## config.mk

```make
export PLATFORM = sky130hd
export DESIGN_NAME = fuse_prog_seq
export DESIGN_NICKNAME = d
export VERILOG_FILES = /design/src/rtl/fuse_prog_pkg.sv /design/src/rtl/fuse_phase_timer.sv /design/src/rtl/fuse_bit_shifter.sv /design/src/rtl/fuse_prog_seq.sv
export SDC_FILE = /design/constraint.sdc
export NUM_CORES = 1
export LEC_CHECK = 0
export BUFFER_PORTS_ARGS = -buffer_cell sky130_fd_sc_hd__buf_2
export CORE_ASPECT_RATIO = 0.8
export CORE_MARGIN = 4
export CORE_UTILIZATION = 48
export CTS_CLUSTER_SIZE = 28
export DETAILED_ROUTE_END_ITERATION = 10
export PLACE_DENSITY = 0.72
export SYNTH_ARGS = -nofsm -noshare
export SYNTH_HDL_FRONTEND = slang
export SYNTH_SLANG_ARGS = --single-unit
```

## constraint.sdc

```tcl
create_clock -name clk -period 3 [get_ports clk]
set_input_delay 0.6 -clock clk [delete_from_list [all_inputs] [get_ports clk]]
set_output_delay 0.6 -clock clk [all_outputs]
set_load 0.05 [all_outputs]
```

## src/rtl/fuse_prog_pkg.sv

```systemverilog
package fuse_prog_pkg;

  localparam int TIMING_W = 22;

  typedef enum logic [3:0] {
    ST_IDLE,
    ST_RD_PRE,
    ST_RD_STB,
    ST_RD_POST,
    ST_SCAN,
    ST_PG_PRE,
    ST_PG_STB,
    ST_PG_POST,
    ST_HOLD
  } seq_state_e;

  // Packed view of the timing word: MSB field first.
  typedef struct packed {
    logic [5:0]  rd_w;   // bits 21:16
    logic [3:0]  relax;  // bits 15:12
    logic [11:0] pg_w;   // bits 11:0
  } fuse_timing_t;

endpackage

```

## src/rtl/fuse_phase_timer.sv

```systemverilog
module fuse_phase_timer #(
  parameter int CNT_W = 12
) (
  input  logic             clk,
  input  logic             rst,
  input  logic             load,
  input  logic [CNT_W-1:0] load_val,
  output logic             expired
);

  logic [CNT_W-1:0] cnt_q;

  always_ff @(posedge clk) begin
    if (rst) begin
      cnt_q <= '0;
    end else if (load) begin
      cnt_q <= load_val;
    end else if (cnt_q != '0) begin
      cnt_q <= cnt_q - 1'b1;
    end
  end

  // A loaded value N gives N+1 cycles before the phase ends.
  assign expired = (cnt_q == '0);

endmodule

```

## src/rtl/fuse_bit_shifter.sv

```systemverilog
module fuse_bit_shifter #(
  parameter int DATA_W = 32,
  localparam int IDX_W = $clog2(DATA_W)
) (
  input  logic              clk,
  input  logic              rst,
  input  logic              load,
  input  logic [DATA_W-1:0] load_val,
  input  logic              shift,
  output logic              lsb,
  output logic [IDX_W-1:0]  idx,
  output logic              last
);

  logic [DATA_W-1:0] sh_q;
  logic [IDX_W-1:0]  idx_q;

  always_ff @(posedge clk) begin
    if (rst) begin
      sh_q  <= '0;
      idx_q <= '0;
    end else if (load) begin
      sh_q  <= load_val;
      idx_q <= '0;
    end else if (shift) begin
      sh_q  <= {1'b0, sh_q[DATA_W-1:1]};
      idx_q <= idx_q + 1'b1;
    end
  end

  assign lsb  = sh_q[0];
  assign idx  = idx_q;
  assign last = (idx_q == IDX_W'(DATA_W - 1));

endmodule

```

## src/rtl/fuse_prog_seq.sv

```systemverilog
module fuse_prog_seq
  import fuse_prog_pkg::*;
#(
  parameter int DATA_W   = 32,
  parameter int ADDR_W   = 7,
  parameter int HOLD_CYC = 250,
  localparam int IDX_W   = $clog2(DATA_W)
) (
  input  logic                clk,
  input  logic                rst,
  input  logic                start_i,
  input  logic [ADDR_W-1:0]   addr_i,
  input  logic [DATA_W-1:0]   data_i,
  input  logic [TIMING_W-1:0] timing_i,
  input  logic [DATA_W-1:0]   arr_rdata_i,
  output logic [ADDR_W-1:0]   arr_addr_o,
  output logic                arr_rd_o,
  output logic                arr_pg_o,
  output logic [IDX_W-1:0]    arr_bit_o,
  output logic                busy_o,
  output logic                done_o
);

  localparam int HOLD_W = $clog2(HOLD_CYC + 1);
  localparam int CNT_W  = (HOLD_W > 12) ? HOLD_W : 12;

  seq_state_e        state_q, state_d;
  fuse_timing_t      tim_q, tim_in;
  logic [DATA_W-1:0] data_q;
  logic [ADDR_W-1:0] addr_q;
  logic              accept;

  logic              t_load, t_expired;
  logic [CNT_W-1:0]  t_val;
  logic              sh_load, sh_shift, sh_lsb, sh_last;
  logic [IDX_W-1:0]  sh_idx;

  logic              busy_q, rd_q, pg_q, done_q;

  assign tim_in = fuse_timing_t'(timing_i);
  assign accept = (state_q == ST_IDLE) && start_i;

  fuse_phase_timer #(.CNT_W(CNT_W)) u_timer (
    .clk      (clk),
    .rst      (rst),
    .load     (t_load),
    .load_val (t_val),
    .expired  (t_expired)
  );

  fuse_bit_shifter #(.DATA_W(DATA_W)) u_shift (
    .clk      (clk),
    .rst      (rst),
    .load     (sh_load),
    .load_val (data_q & ~arr_rdata_i),
    .shift    (sh_shift),
    .lsb      (sh_lsb),
    .idx      (sh_idx),
    .last     (sh_last)
  );

  always_comb begin
    state_d  = state_q;
    t_load   = 1'b0;
    t_val    = '0;
    sh_load  = 1'b0;
    sh_shift = 1'b0;
    case (state_q)
      ST_IDLE: begin
        if (start_i) begin
          state_d = ST_RD_PRE;
          t_load  = 1'b1;
          t_val   = CNT_W'(tim_in.relax);
        end
      end
      ST_RD_PRE: begin
        if (t_expired) begin
          state_d = ST_RD_STB;
          t_load  = 1'b1;
          t_val   = CNT_W'(tim_q.rd_w);
        end
      end
      ST_RD_STB: begin
        if (t_expired) begin
          state_d = ST_RD_POST;
          t_load  = 1'b1;
          t_val   = CNT_W'(tim_q.relax);
          sh_load = 1'b1;  // capture masked word while the array drives data
        end
      end
      ST_RD_POST: begin
        if (t_expired) state_d = ST_SCAN;
      end
      ST_SCAN: begin
        if (sh_lsb) begin
          state_d = ST_PG_PRE;
          t_load  = 1'b1;
          t_val   = CNT_W'(tim_q.relax);
        end else if (sh_last) begin
          state_d = ST_HOLD;
          t_load  = 1'b1;
          t_val   = CNT_W'(HOLD_CYC - 1);
        end else begin
          sh_shift = 1'b1;
        end
      end
      ST_PG_PRE: begin
        if (t_expired) begin
          state_d = ST_PG_STB;
          t_load  = 1'b1;
          t_val   = CNT_W'(tim_q.pg_w);
        end
      end
      ST_PG_STB: begin
        if (t_expired) begin
          state_d = ST_PG_POST;
          t_load  = 1'b1;
          t_val   = CNT_W'(tim_q.relax);
        end
      end
      ST_PG_POST: begin
        if (t_expired) begin
          if (sh_last) begin
            state_d = ST_HOLD;
            t_load  = 1'b1;
            t_val   = CNT_W'(HOLD_CYC - 1);
          end else begin
            state_d  = ST_SCAN;
            sh_shift = 1'b1;
          end
        end
      end
      ST_HOLD: begin
        if (t_expired) state_d = ST_IDLE;
      end
      default: state_d = ST_IDLE;
    endcase
  end

  always_ff @(posedge clk) begin
    if (rst) begin
      state_q <= ST_IDLE;
      tim_q   <= '0;
      data_q  <= '0;
      addr_q  <= '0;
      busy_q  <= 1'b0;
      rd_q    <= 1'b0;
      pg_q    <= 1'b0;
      done_q  <= 1'b0;
    end else begin
      state_q <= state_d;
      if (accept) begin
        tim_q  <= tim_in;
        data_q <= data_i;
        addr_q <= addr_i;
      end
      busy_q <= (state_d != ST_IDLE);
      rd_q   <= (state_d == ST_RD_STB);
      pg_q   <= (state_d == ST_PG_STB);
      done_q <= (state_q == ST_HOLD) && (state_d == ST_IDLE);
    end
  end

  assign arr_addr_o = addr_q;
  assign arr_rd_o   = rd_q;
  assign arr_pg_o   = pg_q;
  assign arr_bit_o  = sh_idx;
  assign busy_o     = busy_q;
  assign done_o     = done_q;

endmodule

```

==> metrics.txt <==
status finished, final reports clean; count of cell types in the netlist 49; Startpoint Class register; GRT busiest layer met2; CP Buf/Inv Count 2; Reg2Reg Depth 8; Yosys warning count 0; Static Leak 0.00275 uW; EDFF count, synth 0; Final period util 88.4%; Worst Path Max Fanout 28; GRT Total Usage 20.8%; Worst-path clk slew 60 ps; height of the die 102 um; Final Util 63.1%; post-CTS setup buffer count 0; Crit path depth 8; GR Overflow Total 0; final WL 13200 um; R2R Path End u_shift.sh_q[31]; GPL Wtd Cong 0.909; Worst-Margin Slew 686 ps; number of port buffers 111; worst slack, placed 404 ps; Root Buffer clkbuf_16; TritonCTS clock tree yes; Post-DRT Antenna Nets 0; first-pass GRT wire length 21900 um; ys async rst share 0%; Seq cells post-synth 118; HP Class in -> reg; r2r setup slk 350 ps; hpwl dp 9050 um; synthesized area 5270 um^2; Boundary Pins 112; TritonRoute pass-1 iters 7; placed insts 893; Final WS setup 348 ps; DRC viols 0; Setup CP Type reg -> reg; Avg Synthesized Cell Area 7.79 um^2; # rows 33; pin count of the biggest net entering global routing 61; final net count 873; launch point of the worst path u_timer.cnt_q[0]; DR iter-0 viols 359; grt met1 use 27.4%; Cell Pwr Density 863 nW/um^2; Ant. Diodes 0; Die ar. 12700 um^2; Hold Vio Cnt, Final 0; syn_nets 778; CTS Sinks 118; RSZ-0062 raised after global routing false; max cap viols 0; FF-to-FF Start u_timer.cnt_q[0]; CTS max path bufs 2; share of cells above drive strength 1 22.3%; DR vias/cell 5.39; Worst VDD drop 0.406 mV; Seq/Total Area, Yosys 44.8%; Post-Syn Instances 677; Layout area overhead 25.5%; met3 global-route usage 6.38%; Clk Latency, worst-skew pair 410 ps; CTS resizes 0; crit-path leading delay family simple AND/OR/NAND/NOR gates; final setup vio count 0; Worst Skew 8.36 ps; fin cells 925; Slowest cell on crit path or3_2; Core Area 10500 um^2; ys flop type dfxtp_1; crit end category register; Via Count 4990; CTS H-tree lvls 4; worst hold margin 427 ps; Worst path max stage delay 550 ps; Critical Path RT 3330 ps; GRT met2 Usage 33.7%; vias in the first global route 4709; Die W 125 um; fmax 377 MHz; Slew headroom 54.2%; Final min period 2650 ps; cts hold-fix bufs 0; worst path cell trace inv_1, ha_1, nor2b_1, nand4_4, or3_2, buf_4, or3b_1, a21oi_1; WP data arrival 2990 ps; antenna violations before repair 0; CTS buffer count 17; wire per inst 14.2 um; crit path capture u_shift.sh_q[31]; setup tns final 0 ps; Initial Util 50.3%; Slew Viols, Final 0
[worst reg2reg max path: stages, from the launching register on]
cell and delay [ps]:
dfxtp_1 330, inv_1 90, ha_1 160, nor2b_1 380
nand4_4 320, or3_2 560, buf_4 240, or3b_1 370
a21oi_1 130
[state kept, by name, indices dropped and copies added, names as in the netlist]
| signal | cells |
|---|---|
| u_shift.sh_q | 32 |
| busy_o | 1 |
| arr_addr_o | 7 |
| tim_q | 22 |
| done_o | 1 |
| arr_rd_o | 1 |
| u_shift.idx | 5 |
| arr_pg_o | 1 |
| data_q | 32 |
| state_q | 4 |
| u_timer.cnt_q | 12 |
[metrics by stage]
| stage | cell area, um^2 | total power, uW |
|---|---|---|
| floorplan | 5270 | 3090 |
| detailed placement | 5960 | 3490 |
| CTS | 6620 | 5730 |
| global route | 6620 | 6010 |
| global placement | 5960 | 3440 |
| finish | 6620 | 5710 |
[placed cells by master, fill, tap and decap left out, drive strengths merged, types with 4 or more instances in the layout]
| master | n |
|---|---|
| a21oi | 101 |
| a22oi | 8 |
| a311oi | 33 |
| a32oi | 4 |
| and3 | 4 |
| buf | 124 |
| bufinv | 5 |
| clkbuf | 23 |
| clkinv | 4 |
| dfxtp | 118 |
| ha | 5 |
| inv | 36 |
| mux2 | 7 |
| nand2 | 204 |
| nand3 | 7 |
| nand4 | 4 |
| nor2 | 20 |
| nor2b | 6 |
| nor3 | 4 |
| o21ai | 11 |
| or3 | 4 |
| xnor2 | 6 |
| xor2 | 5 |
[kinds of logic (layout without fill, tap and decap cells)]
kind of cell,after synthesis,in the layout,share of synthesized area (%)
AOI/OAI and AO/OA,177,177,21.4
muxes,9,9,1.87
xor gates and xnor gates,11,11,1.83
DFF,118,118,44.8
and+or+nand+nor,273,273,22.7
adders and majority gates,5,5,1.19
buffers and inverters,84,192,6.17
[area by class of cell]
| class | count | area (um^2) |
|---|---|---|
| Clock buffer | 23 | 488 |
| Clock inverter | 9 | 170 |
| Fill cell | 928 | 3870 |
| Inverter | 36 | 135 |
| Multi-Input combinational cell | 475 | 2590 |
| Sequential cell | 118 | 2360 |
| Tap cell | 140 | 175 |
| Timing Repair Buffer | 124 | 693 |
[power by group]
group / internal (uW) / total [uW] / switching (uW)
combinational: 601 / 1510 / 912
sequential: 1790 / 1970 / 183
clock: 1560 / 2230 / 672
total: 3940 / 5710 / 1770
[synthesized netlist by cell type, types with 4 or more instances]
master / instances / share of area, %
nand2_1: 204 / 15
dfxtp_1: 118 / 45
a21oi_1: 101 / 9.6
clkbuf_1: 40 / 2.8
inv_1: 36 / 2.6
a311oi_1: 33 / 5.5
nor2_1: 20 / 1.4
o21ai_0: 11 / 1.0
a22oi_1: 8 / 1.1
buf_2: 8 / 0.76
mux2_2: 7 / 1.5
nand3_1: 7 / 0.66
nor2b_1: 6 / 0.71
xnor2_1: 6 / 1.0
ha_1: 5 / 1.2
xor2_1: 5 / 0.83
a32oi_1: 4 / 0.66
and3_1: 4 / 0.47
nor3_1: 4 / 0.38
or3_1: 4 / 0.47
[how the worst min path moves through the flow]
stage	cells past startpoint	end	startpoint	slack, ps
3_5_place_dp	2	arr_addr_o[3]	arr_addr_o[3]	440
3_3_place_gp	2	arr_addr_o[6]	arr_addr_o[6]	440
6_report	3	tim_q[4]	timing_i[4]	430
5_1_grt	3	data_q[17]	data_i[17]	430
4_1_cts	3	tim_q[4]	timing_i[4]	420
2_1_floorplan	2	data_q[31]	data_q[31]	430
[layer usage]
metal  up-vias  wire (um)
li1       2507          -
met2       157       6040
met1      2310       6130
met5         -          0
met4         0        131
met3        16        864
No activity file was read; power rests on OpenSTA's default activity.
